[src/rtl/pb_pkg.sv]
package pb_pkg;
  // Window length in retired instructions for each build choice.
  function automatic int unsigned pb_window_len(bit long_win);
    return long_win ? 60 : 30;
  endfunction

  // Next count: advances only while the window is open.
  function automatic int unsigned pb_cnt_next(int unsigned cnt, bit retire, int unsigned lim);
    return (retire && cnt < lim) ? cnt + 1 : cnt;
  endfunction
endpackage

[src/rtl/pb_window_ctr.sv]
module pb_window_ctr #(
  parameter int unsigned LEN = 30,
  localparam int CW = $clog2(LEN + 1)
) (
  input  logic clk,
  input  logic rst_n,
  input  logic retire_i,
  output logic open_o
);
  import pb_pkg::*;

  logic [CW-1:0] cnt_q;

  always_ff @(posedge clk or negedge rst_n) begin
    if (!rst_n) cnt_q <= '0;
    else        cnt_q <= CW'(pb_cnt_next(int'(cnt_q), retire_i, LEN));
  end

  assign open_o = (cnt_q < CW'(LEN));
endmodule

[src/rtl/pb_lock_bits.sv]
module pb_lock_bits #(
  parameter bit FUSE_MODE = 1'b0
) (
  input  logic clk,
  input  logic rst_n,
  input  logic open_i,
  input  logic dis_wr_i,
  input  logic sec_wr_i,
  output logic dis_o,
  output logic sec_o,
  output logic viol_o
);
  logic accept_dis_w, accept_sec_w, late_w;
  assign accept_dis_w = open_i & dis_wr_i;
  assign accept_sec_w = open_i & sec_wr_i;
  assign late_w       = ~open_i & (dis_wr_i | sec_wr_i);

  generate
    if (FUSE_MODE) begin : g_fuse
      // Set-only bit; reset input has no effect, power-on value only.
      logic fuse_q = 1'b0;
      always_ff @(posedge clk) begin
        if (accept_dis_w) fuse_q <= 1'b1;
      end
      assign dis_o = fuse_q;
    end else begin : g_volatile
      logic dis_q;
      always_ff @(posedge clk or negedge rst_n) begin
        if (!rst_n)            dis_q <= 1'b0;
        else if (accept_dis_w) dis_q <= 1'b1;
      end
      assign dis_o = dis_q;
    end
  endgenerate

  logic sec_q, viol_q;
  always_ff @(posedge clk or negedge rst_n) begin
    if (!rst_n) begin
      sec_q  <= 1'b0;
      viol_q <= 1'b0;
    end else begin
      if (accept_sec_w) sec_q  <= 1'b1;
      if (late_w)       viol_q <= 1'b1;
    end
  end

  assign sec_o  = sec_q;
  assign viol_o = viol_q;
endmodule

[src/rtl/preboot_guard.sv]
module preboot_guard #(
  parameter bit LONG_WINDOW = 1'b0,
  parameter bit FUSE_MODE   = 1'b0
) (
  input  logic clk,
  input  logic rst_n,
  input  logic retire_i,
  input  logic dbg_off_wr_i,
  input  logic secure_wr_i,
  output logic dbg_en_o,
  output logic preboot_o,
  output logic secure_o,
  output logic viol_o
);
  import pb_pkg::*;
  localparam int unsigned WIN_LEN = pb_window_len(LONG_WINDOW);

  logic open_w, dis_w;

  pb_window_ctr #(.LEN(WIN_LEN)) u_ctr (
    .clk(clk), .rst_n(rst_n), .retire_i(retire_i), .open_o(open_w)
  );

  pb_lock_bits #(.FUSE_MODE(FUSE_MODE)) u_bits (
    .clk(clk), .rst_n(rst_n), .open_i(open_w),
    .dis_wr_i(dbg_off_wr_i), .sec_wr_i(secure_wr_i),
    .dis_o(dis_w), .sec_o(secure_o), .viol_o(viol_o)
  );

  assign preboot_o = open_w;
  assign dbg_en_o  = ~open_w & ~dis_w;
endmodule

[config.mk]
export PLATFORM = sky130hd
export DESIGN_NAME = preboot_guard
export DESIGN_NICKNAME = d
export VERILOG_FILES = /design/src/rtl/pb_pkg.sv /design/src/rtl/pb_window_ctr.sv /design/src/rtl/pb_lock_bits.sv /design/src/rtl/preboot_guard.sv
export SDC_FILE = /design/constraint.sdc
export NUM_CORES = 1
export LEC_CHECK = 0
export BUFFER_PORTS_ARGS = -buffer_cell sky130_fd_sc_hd__buf_2
export CORE_AREA = 10 10 47 49
export DETAILED_ROUTE_END_ITERATION = 6
export DIE_AREA = 0 0 57 59
export GPL_TIMING_DRIVEN = 0
export HOLD_SLACK_MARGIN = 0.1
export PLACE_DENSITY_LB_ADDON = 0.3
export SETUP_SLACK_MARGIN = 0.15
export SYNTH_ARGS = -nofsm -noshare
export SYNTH_HDL_FRONTEND = slang
export SYNTH_SLANG_ARGS = --single-unit
[constraint.sdc]
create_clock -name clk -period 2.9 [get_ports clk]
set_clock_uncertainty 0.1 [all_clocks]
set_input_delay 0.29 -clock clk [delete_from_list [all_inputs] [get_ports clk]]
set_output_delay 0.29 -clock clk [all_outputs]
set_load 0.005 [all_outputs]
### Word-level counts from Yosys, hierarchy flattened

Index checks and enable logic that the tools add are counted.

* magnitude comparators: 2
* add/subtract/negate cells: 1
* reduce and logical (&&, ||, !) cells: 1
* bitwise operators: 7

Operators by type and width (number)
* 5-bit < comparator (second input constant): 2
* 5-bit by 1-bit adder with 5-bit output (second input constant): 1
* 1-bit AND: 4
* 1-bit inverter: 2
* 1-bit logical AND: 1
* 1-bit OR: 1

* output and inout port bits: 4
* register bits: 8
* logic and storage cells: 15

### Depth between registers and ports, before layout

Gate-level depths: netlist of run 1.

* depth after elaboration: 3
* mapped depth: 4
* gate-level depth less buffers: 4

### Cells and area by module

Synthesis of run 1 repeated with hierarchy kept, for this count alone.

* cell total of the unflattened synthesis: 31
* area, all modules: 347.8 µm²

By module, submodules not included
* pb_window_ctr: area an instance 239.0 µm², times used 1, cells each 23
* pb_lock_bits: area an instance 105.1 µm², times used 1, cells each 7
* preboot_guard: area an instance 3.8 µm², times used 1, cells each 1

### Worst setup path before layout of run 1

No wires, ideal clock.

* path type: flip-flop to flip-flop
* start point: register u_ctr.cnt_q[1]
* end point: register u_ctr.cnt_q[2]
* library setup time: 0.077 ns
* path slack: 1.789 ns
* clock period less this slack: 1.111 ns
* data arrival time: 0.934 ns
* data required time: 2.723 ns
* buffers on the path: 0
* stages on the path, launching flop included: 4
* cell sequence: dfrtp_1 -> ha_1 -> and3_2 -> a21oi_1

* word-level cells in the longest chain between the ends: 2
* elaborated cells between the ends (all ways): 3
* those cells by class: add/sub (1); order compare (1); reduce/logical (1)

RTL lines
* start, declared: line pb_window_ctr.sv:12 `logic [CW-1:0] cnt_q;`
* start signal, assigned: line pb_window_ctr.sv:16 `else cnt_q <= CW'(pb_cnt_next(int'(cnt_q), retire_i, LEN));`
* 5-bit < comparator: line pb_pkg.sv:9 `return (retire && cnt < lim) ? cnt + 1 : cnt;`
* 1-bit logical AND: line pb_pkg.sv:9

Parallel ways exist; a longest one is shown, timed or not.
A chain may end at the register's enable or synchronous reset.

### Worst setup path in the final report of run 1

* start point: register u_ctr.cnt_q[1]
* end point: output dbg_en_o

* word-level cells in the longest chain between the ends: 3

RTL lines
* 5-bit < comparator: line pb_window_ctr.sv:19 `assign open_o = (cnt_q < CW'(LEN));`
* 1-bit inverter: line preboot_guard.sv:31 `assign dbg_en_o = ~open_w & ~dis_w;`
* 1-bit AND: line preboot_guard.sv:31
* end, declared: line preboot_guard.sv:10 `output logic dbg_en_o,`

Every way passes these cells.

==> results of run 1 <==
-- metrics by stage --
stage	utilization, %	instance area, um2	hold slack [ns]
floorplan	-	350	-0.106
global placement	29.3	410	0.0445
detailed placement	29.3	410	0.0376
CTS	31.6	443	0.143
global route	31.6	443	0.154
finish	31.6	443	0.151
-- layer usage --
| layer | up-vias | share of wire [%] | GRT usage [%] |
|---|---|---|---|
| li1 | 128 | - | - |
| met1 | 129 | 42 | 4.09 |
| met2 | 5 | 49 | 5.74 |
| met3 | 2 | 7.1 | 3.43 |
| met4 | 0 | 1.5 | 4.03 |
| met5 | - | 0 | 0 |
-- sequential cells by signal (all words and copies together) (netlist names) --
| register | flops |
|---|---|
| u_bits.dis_o | 1 |
| u_ctr.cnt_q | 5 |
| u_bits.sec_o | 1 |
| u_bits.viol_o | 1 |
-- critical path, delay by kind of cell (launching register included) --
family	cells	cell delay, ns
DFF	1	0.45
and+or+nand+nor	2	0.31
buffers and inverters	1	0.12
-- kinds of logic (layout without fill, tap and decap cells) --
group | Yosys count | in the layout | synth area share (%)
muxes | 2 | 2 | 5.71
buffers and inverters | 1 | 13 | 1.07
AOI/OAI and AO/OA | 6 | 6 | 10.7
adders and majority gates | 1 | 1 | 3.57
and+or+nand+nor | 10 | 10 | 19.3
DFF | 8 | 8 | 57.1
xor gates and xnor gates | 1 | 1 | 2.50
-- layout by cell type, fill, tap and decap left out, types with 2 or more instances in the layout --
| cell | instances |
|---|---|
| nor2_1 | 3 |
| dfrtp_1 | 8 |
| buf_2 | 8 |
| mux2i_1 | 2 |
| a21o_1 | 2 |
| nand4_1 | 2 |
| a21oi_1 | 3 |
| clkbuf_4 | 3 |
-- power by group --
part           internal (mW)  switching (mW)
combinational         0.0575          0.0553
clock                 0.0472          0.0361
sequential             0.147          0.0503
-- how the worst max path moves through the flow --
stage	start	to	slack, ns	cells past startpoint
floorplan	u_ctr.cnt_q[1]$_DFFE_PN0P_	u_ctr.cnt_q[2]$_DFFE_PN0P_	1.79	3
global placement	u_ctr.cnt_q[1]$_DFFE_PN0P_	dbg_en_o	1.64	3
detailed placement	u_ctr.cnt_q[1]$_DFFE_PN0P_	dbg_en_o	1.65	3
CTS	u_ctr.cnt_q[2]$_DFFE_PN0P_	dbg_en_o	1.36	3
global route	u_ctr.cnt_q[1]$_DFFE_PN0P_	dbg_en_o	1.31	3
finish	u_ctr.cnt_q[1]$_DFFE_PN0P_	dbg_en_o	1.38	3
-- repair_timing --
| item | in CTS | in global routing |
|---|---|---|
| hold endpoints to repair | 8 | 0 |
| hold buffers | 1 | 0 |
| resized for setup | 0 | 0 |
| setup buffers | 0 | 0 |
-- cell type report --
type	count	area, um2	area share, %
Sequential cell	8	200	45.2
Multi-Input combinational cell	20	146	33.1
Timing Repair Buffer	9	50.0	11.3
Clock buffer	3	22.5	5.08
Tap cell	16	20.0	4.52
Inverter	1	3.75	0.847
==> run summary, run 1 <==
Global route overflow -> 0
1st-iter DRT viols -> 8
Initial antenna violation count -> 0
Post-synth EDFFs -> 0
Worst Setup End Kind -> output port
Die ar. -> 3360 um2
Slowest CP cell -> dfrtp_1
First-pass GRT wire length -> 1060 um
Cell variety after synth -> 15
Critical Path Max Stage Delay -> 0.45 ns
Final setup vio count -> 0
Synth cell count leaders -> 8 x dfrtp_1, 3 x a21oi_1, 3 x nor2_1
CP Class -> reg -> out
IO Count -> 9
CORE AREA -> 1400 um2
VDD IR max -> 0.354 mV
P&R area growth vs syn -> 26.4%
Synthesized Nets -> 35
Worst EP required -> 2.51 ns
Critical path fanouts, max -> 8
Rel. slew slack -> 85.5%
DRC -> 0
Hpwl dp -> 494 um
Post-synth top flop -> dfrtp_1
Synth area leaders -> dfrtp_1 57%, nand4_4 6.1%, mux2i_1 5.7%
Worst setup margin -> 1.38 ns
# Max-Cap Violations -> 0
Starting density of the core -> 25.0%
CTS Buf Count -> 3
Measured slew at the worst slew-check pin -> 0.217 ns
Synth async-reset ratio -> 100%
Hold Path Cell Cnt -> 2
Power per cell area -> 889 nW/um2
Router iterations before antenna repair -> 4
Tcrit/Tclk final -> 52.3%
Power Total -> 0.394 mW
Reg2Reg Depth -> 3
Post-DR wirelength/cell -> 11.4 um
TritonCTS clock tree -> built
Reg-to-reg slack, setup -> 1.71 ns
Clock Latency Late Sink -> 0.25 ns
Nets@finish -> 49
Final WL -> 652 um
HP Start -> dbg_off_wr_i
Largest net degree at the start of global routing -> 9
Reg2Reg Capture Point -> u_ctr.cnt_q[2]$_DFFE_PN0P_
Unrepaired setup endpoints after global routing -> no
Seq cells post-synth -> 8
Via count -> 264
Worst Hold Class -> in -> reg
Post-synthesis sequential area ratio -> 57.1%
WHS Endpoint -> u_bits.dis_o$_DFFE_PN0P_
Leak Pwr -> 0.192 nW
Worst Setup Start Kind -> flop
Vias/cell -> 4.63
R2r startpoint -> u_ctr.cnt_q[1]$_DFFE_PN0P_
Crit-path cells -> nand4_4, nor2_1, buf_2
Filler instances -> 148
Max Slew Vio Count -> 0
Critical Path AT -> 1.13 ns
Htree depth -> 1
Share of the synthesized area in the top cell type -> 57.1%
Most common cell in the netlist -> dfrtp_1
Post-DRT Antenna Nets -> 0
Post-placement setup slack -> 1.65 ns
I/O Buffers -> 8
Cell row count -> 14
Non-Filler Instances -> 57
Root Driver -> clkbuf_4
Final hold violation count -> 0
Placed insts -> 53
Period minus WS final -> 1.52 ns
Placer congestion estimate -> 0.669
Synth Instances -> 29
Setup TNS -> 0 ns
Worst-path clk slew -> 0.05 ns
Die span in x -> 57 um
GR Util All Layers -> 4.30%
# diodes -> 0
Max Fclk -> 659 MHz
Layout cells sized above 1 -> 34.1%
Yosys warning total -> 0
Status -> completed
Vias in the first global route -> 240
Largest area contributor in the netlist -> dfrtp_1
Maximum root-to-sink buffer count -> 2
Die height -> 59 um
Mean area per synthesized cell -> 12.1 um2
Syn Std Cell Area -> 350 um2
Clk sinks -> 8
Note: power is estimated with default switching activity, not from simulation.
==> run 2, diff against run 1 <==
clock period = 1.35 ns   (was 2.9 ns; I/O delays follow)
==> run summary, run 2 (synthesized netlist as in run 1, its figures left out) <==
Status -> completed (unchanged)
Hpwl dp -> 494 um (unchanged)
Metal2 WL -> 404 um (was 320 um)
Root Driver -> clkbuf_4 (unchanged)
Unrepaired setup endpoints after global routing -> yes (was no)
IO Count -> 9 (unchanged)
Filler instances -> 141 (was 148)
DRC -> 0 (unchanged)
Nets@finish -> 59 (was 49)
Post-DRT Antenna Nets -> 0 (unchanged)
Crit-path cells -> nand4_4, nor2_1, buf_2 (unchanged)
GR Util All Layers -> 4.91% (was 4.30%)
1st-iter DRT viols -> 4 (was 8)
Worst Setup Start Kind -> flop (unchanged)
Vias in the first global route -> 286 (was 240)
Die height -> 59 um (unchanged)
Tightest hold margin -> 0.148 ns (was 0.151 ns)
Biggest register -> u_ctr.cnt_q (unchanged)
Period minus WS final -> 1.21 ns
Starting density of the core -> 25.0% (unchanged)
Max Slew Vio Count -> 0 (unchanged)
Measured slew at the worst slew-check pin -> 0.171 ns (was 0.217 ns)
VDD IR max -> 0.940 mV (was 0.354 mV)
M1 WL -> 327 um (was 275 um)
Placer congestion estimate -> 0.669 (unchanged)
Uppermost layer routed -> met4 (unchanged)
Post-DR wirelength/cell -> 11.9 um (was 11.4 um)
Clock Latency Late Sink -> 0.26 ns (was 0.25 ns)
Comb pwr share -> 42.7% (was 28.7%)
First-pass GRT wire length -> 1230 um (was 1060 um)
Reg2Reg Depth -> 5 (was 3)
Max FFs per register -> 5 (unchanged)
Reg2Reg Capture Point -> u_ctr.cnt_q[3]$_DFFE_PN0P_ (was u_ctr.cnt_q[2]$_DFFE_PN0P_)
CP Class -> reg -> out (unchanged)
Leak Pwr -> 0.235 nW (was 0.192 nW)
Setup TNS -> 0 ns (unchanged)
Tcrit/Tclk final -> 89.7%
# Max-Cap Violations -> 0 (unchanged)
Reg-to-reg slack, setup -> 0.18 ns (was 1.71 ns)
Worst-path clk slew -> 0.05 ns (about the same)
Largest net degree at the start of global routing -> 9 (unchanged)
Final setup vio count -> 0 (unchanged)
Critical path fanouts, max -> 4 (was 8)
Die span in x -> 57 um (unchanged)
Die ar. -> 3360 um2 (unchanged)
Switch share -> 34.3% (was 36.0%)
Max Fclk -> 826 MHz
Worst Hold Class -> in -> async (was in -> reg)
Final hold violation count -> 0 (unchanged)
R2r startpoint -> u_ctr.cnt_q[1]$_DFFE_PN0P_ (unchanged)
Critical Path AT -> 0.98 ns (was 1.13 ns)
TritonCTS clock tree -> built (unchanged)
Int Pwr -> 0.677 mW (was 0.252 mW)
Power per cell area -> 1920 nW/um2 (was 889 nW/um2)
Share of power burned in registers -> 39.6% (was 50.2%)
Initial antenna violation count -> 0 (unchanged)
Slowest CP cell -> dfrtp_2 (was dfrtp_1)
Layout cells sized above 1 -> 49.0% (was 34.1%)
Wire length on met3 -> 49 um (was 46 um)
Multi-input gate area -> 154 um2 (was 146 um2)
Maximum root-to-sink buffer count -> 2 (unchanged)
Total net switching power -> 0.354 mW (was 0.142 mW)
Commonest non-fill, non-tap cell in the layout -> buf_4
Global route overflow -> 0 (unchanged)
Vias/cell -> 4.61 (was 4.63)
Router iterations before antenna repair -> 4 (unchanged)
CTS Buf Count -> 3 (unchanged)
Clk sinks -> 8 (unchanged)
Critical Path Max Stage Delay -> 0.41 ns (was 0.45 ns)
Register area -> 203 um2 (was 200 um2)
CORE AREA -> 1400 um2 (unchanged)
I/O Buffers -> 8 (unchanged)
Htree depth -> 1 (unchanged)
Most frequent cells in the layout -> 8 x buf_4, 7 x buf_2, 6 x dfrtp_1 (was 8 x buf_2, 8 x dfrtp_1, 3 x nor2_1, 3 x a21oi_1, 3 x clkbuf_4)
Cell row count -> 14 (unchanged)
Clk network pwr share -> 17.8% (was 21.2%)
Final WL -> 800 um (was 652 um)
Rel. slew slack -> 88.6% (was 85.5%)
Worst Setup End Kind -> output port (unchanged)
P&R area growth vs syn -> 53.6% (was 26.4%)
# diodes -> 0 (unchanged)
Worst EP required -> 1.12 ns (was 2.51 ns)
Via count -> 309 (was 264)
## run 2: cell count changes in the layout (fill, tap and decap cells not counted), sizes merged
cell         delta
dlygate4sd3     +3
buf             +7
## run 2: through the flow
| step | worst slack, ns | cells | util, % | total power, mW | area, um2 |
|---|---|---|---|---|---|
| detailed placement | 0.172 | 53 | 29.3 | 0.671 | 410 |
| floorplan | 0.239 | 29 | - | 0.594 | 350 |
| CTS | 0.139 | 66 | 37.1 | 0.992 | 520 |
| global placement | 0.174 | 53 | 29.3 | 0.669 | 410 |
| finish | 0.139 | 67 | 38.4 | 1.03 | 538 |
| global route | 0.0707 | 67 | 38.4 | 1.11 | 538 |
## run 2: power groups by stage
stage | Sequential, mW | Clock, mW | Combinational [mW]
2_1_floorplan | 0.406 | 0 | 0.187
3_3_place_gp | 0.427 | 0 | 0.242
3_5_place_dp | 0.425 | 0 | 0.245
4_1_cts | 0.404 | 0.189 | 0.400
5_1_grt | 0.421 | 0.205 | 0.487
6_report | 0.408 | 0.183 | 0.440
## run 2: timing repair
action / 4_1_cts / 5_1_grt
buffers inserted: 6 / 1
endpoints found under the setup margin: 2 / 4
pin swaps: 1 / 0
endpoints found under the hold margin: 13 / 0
hold buffers: 4 / 0
resized for setup: 2 / 3
## run 2: critical path: cells and delay by family (launching register included)
| family | cells | cell delay (ns) |
|---|---|---|
| DFF | 1 | 0.41 |
| and+or+nand+nor | 2 | 0.20 |
| buffers and inverters | 1 | 0.12 |
## run 2: how the worst max path moves through the flow
| stage | from | end | cells past startpoint |
|---|---|---|---|
| after floorplan | u_ctr.cnt_q[1]$_DFFE_PN0P_ | u_ctr.cnt_q[2]$_DFFE_PN0P_ | 3 |
| after global placement | u_ctr.cnt_q[1]$_DFFE_PN0P_ | u_ctr.cnt_q[4]$_DFFE_PN0P_ | 4 |
| after detailed placement | u_ctr.cnt_q[1]$_DFFE_PN0P_ | u_ctr.cnt_q[2]$_DFFE_PN0P_ | 3 |
| after CTS | u_ctr.cnt_q[1]$_DFFE_PN0P_ | dbg_en_o | 3 |
| after global routing | u_ctr.cnt_q[4]$_DFFE_PN0P_ | dbg_en_o | 3 |
| final | u_ctr.cnt_q[1]$_DFFE_PN0P_ | dbg_en_o | 3 |
## run 2: final cells by class
type / instances / share of cell area [%]
Multi-Input combinational cell: 20 / 28.6
Inverter: 1 / 0.698
Clock buffer: 3 / 4.19
Tap cell: 16 / 3.72
Timing Repair Buffer: 19 / 25.1
Sequential cell: 8 / 37.7
## run 2: per-layer routing
layer / track usage (%) / vias up
met1: 4.45 / 153
met4: 4.03 / 0
li1: - / 147
met5: 0 / -
met3: 3.43 / 4
met2: 7.44 / 5
==> run 3, diff against run 2 <==
CELL_PAD_IN_SITES_DETAIL_PLACEMENT = 0   (was default)
CELL_PAD_IN_SITES_GLOBAL_PLACEMENT = 2   (was default)
CORE_AREA = default   (was 10 10 47 49)
CORE_MARGIN = 10   (was default)
CORE_UTILIZATION = 26   (was default)
DIE_AREA = default   (was 0 0 57 59)
==> run summary, run 3 (synthesized netlist as in run 1, its figures left out) <==
Status -> completed (unchanged)
Layout cells sized above 1 -> 42.0% (was 49.0%)
Worst setup margin -> 0.134 ns (was 0.139 ns)
Starting density of the core -> 27.3% (was 25.0%)
Clock Latency Late Sink -> 0.25 ns (was 0.26 ns)
Most frequent cells in the layout -> 8 x buf_2, 7 x dfrtp_1, 6 x buf_4 (was 8 x buf_4, 7 x buf_2, 6 x dfrtp_1)
# Max-Cap Violations -> 0 (unchanged)
Register area -> 201 um2 (was 203 um2)
Maximum root-to-sink buffer count -> 2 (unchanged)
I/O Buffers -> 8 (unchanged)
Nets@finish -> 58 (was 59)
TritonCTS clock tree -> built (unchanged)
GR Util All Layers -> 5.59% (was 4.91%)
Measured slew at the worst slew-check pin -> 0.182 ns (was 0.171 ns)
Crit-path cells -> nand4_4, nor2_1, buf_2 (unchanged)
Max Fclk -> 822 MHz (was 826 MHz)
Period minus WS final -> 1.22 ns (was 1.21 ns)
IO Count -> 9 (unchanged)
Multi-input gate area -> 146 um2 (was 154 um2)
Hpwl dp -> 584 um (was 494 um)
Worst-path clk slew -> 0.05 ns (about the same)
Die height -> 56.7 um (was 59 um)
Largest net degree at the start of global routing -> 9 (unchanged)
Die ar. -> 3220 um2 (was 3360 um2)
Post-DR wirelength/cell -> 12.5 um (was 11.9 um)
Clk sinks -> 8 (unchanged)
Initial antenna violation count -> 0 (unchanged)
1st-iter DRT viols -> 1 (was 4)
Worst Hold Class -> in -> async (unchanged)
Vias in the first global route -> 330 (was 286)
VDD IR max -> 0.650 mV (was 0.940 mV)
Vias/cell -> 4.65 (was 4.61)
Global route overflow -> 0 (unchanged)
Via count -> 302 (was 309)
Worst Setup Start Kind -> flop (unchanged)
Final WL -> 812 um (was 800 um)
Post-DRT Antenna Nets -> 0 (unchanged)
Die span in x -> 56.7 um (was 57 um)
Post-placement setup slack -> 0.162 ns (was 0.172 ns)
Unrepaired setup endpoints after global routing -> yes (unchanged)
# diodes -> 0 (unchanged)
Router iterations before antenna repair -> 5 (was 4)
Final hold violation count -> 0 (unchanged)
Leak Pwr -> 0.231 nW (was 0.235 nW)
Critical Path AT -> 0.98 ns (about the same)
DRC -> 0 (unchanged)
Root Driver -> clkbuf_4 (unchanged)
Rel. slew slack -> 87.8% (was 88.6%)
Critical path fanouts, max -> 4 (unchanged)
Htree depth -> 1 (unchanged)
CTS Buf Count -> 3 (unchanged)
CP Class -> reg -> out (unchanged)
Worst Setup End Kind -> output port (unchanged)
Cell row count -> 13 (was 14)
Slowest CP cell -> dfrtp_1 (was dfrtp_2)
First-pass GRT wire length -> 1390 um (was 1230 um)
P&R area growth vs syn -> 47.9% (was 53.6%)
Tcrit/Tclk final -> 90.1% (was 89.7%)
Power per cell area -> 1910 nW/um2 (was 1920 nW/um2)
CORE AREA -> 1280 um2 (was 1400 um2)
Max FFs per register -> 5 (unchanged)
Commonest non-fill, non-tap cell in the layout -> buf_2 (was buf_4)
Final setup vio count -> 0 (unchanged)
Biggest register -> u_ctr.cnt_q (unchanged)
Worst EP required -> 1.12 ns (about the same)
Setup TNS -> 0 ns (unchanged)
Critical Path Max Stage Delay -> 0.39 ns (was 0.41 ns)
Max Slew Vio Count -> 0 (unchanged)
Placer congestion estimate -> 0.732 (was 0.669)
Filler instances -> 135 (was 141)
run 3: metal layers:
metal	part of all wire (%)	vias up	global-route usage [%]
li1	-	146	-
met1	42	148	5.33
met2	49	8	8.46
met3	8.6	0	3.60
met4	0	0	4.12
met5	0	-	0
run 3: power by group:
| part | internal (mW) | leakage (nW) | switching (mW) |
|---|---|---|---|
| logic | 0.231 | 0.136 | 0.177 |
| clock network | 0.101 | 0.0138 | 0.0764 |
| registers | 0.320 | 0.0806 | 0.0845 |
run 3: worst paths after layout:
| check | slack, ns | from | depth (start not counted) | endpoint |
|---|---|---|---|---|
| min | 0.16 | rst_n | 2 | u_ctr.cnt_q[3]$_DFFE_PN0P_ |
| max reg2reg | 0.18 | u_ctr.cnt_q[1]$_DFFE_PN0P_ | 3 | u_ctr.cnt_q[2]$_DFFE_PN0P_ |
| max in group asynchronous | 0.81 | rst_n | 2 | u_ctr.cnt_q[1]$_DFFE_PN0P_ |
| min reg2reg | 0.35 | u_bits.sec_o$_DFFE_PN0P_ | 1 | u_bits.sec_o$_DFFE_PN0P_ |
| max | 0.13 | u_ctr.cnt_q[3]$_DFFE_PN0P_ | 3 | dbg_en_o |
| min in group clk | 0.35 | u_bits.sec_o$_DFFE_PN0P_ | 1 | u_bits.sec_o$_DFFE_PN0P_ |
run 3: layout make-up:
class	instances	share of cell area (%)
timing repair buffer	18	24.2
multi-input combinational	20	28.3
tap	15	3.62
inverter	1	0.725
clock buffer	3	4.35
sequential	8	38.9
run 3: per-stage QoR:
stage	power [mW]	utilization, %	hold slack, ns	area [um2]	cells
CTS	0.982	39.7	0.161	510	64
detailed placement	0.681	31.8	-0.114	409	52
global route	1.07	40.3	0.187	518	65
finish	0.990	40.3	0.159	518	65
floorplan	0.594	-	-0.261	350	29
global placement	0.661	31.8	-0.118	409	52
run 3: worst max-delay path: cells and delay by family, from the launching register on:
family	cells	cell delay [ns]
flops	1	0.39
simple gates	2	0.22
buf+inv	1	0.12
run 3: what timing repair did:
action	4_1_cts	5_1_grt
pin swaps	1	0
endpoints found under the hold margin	12	0
resized for setup	1	0
buffers inserted	5	1
endpoints found under the setup margin	2	5
hold buffers	4	0
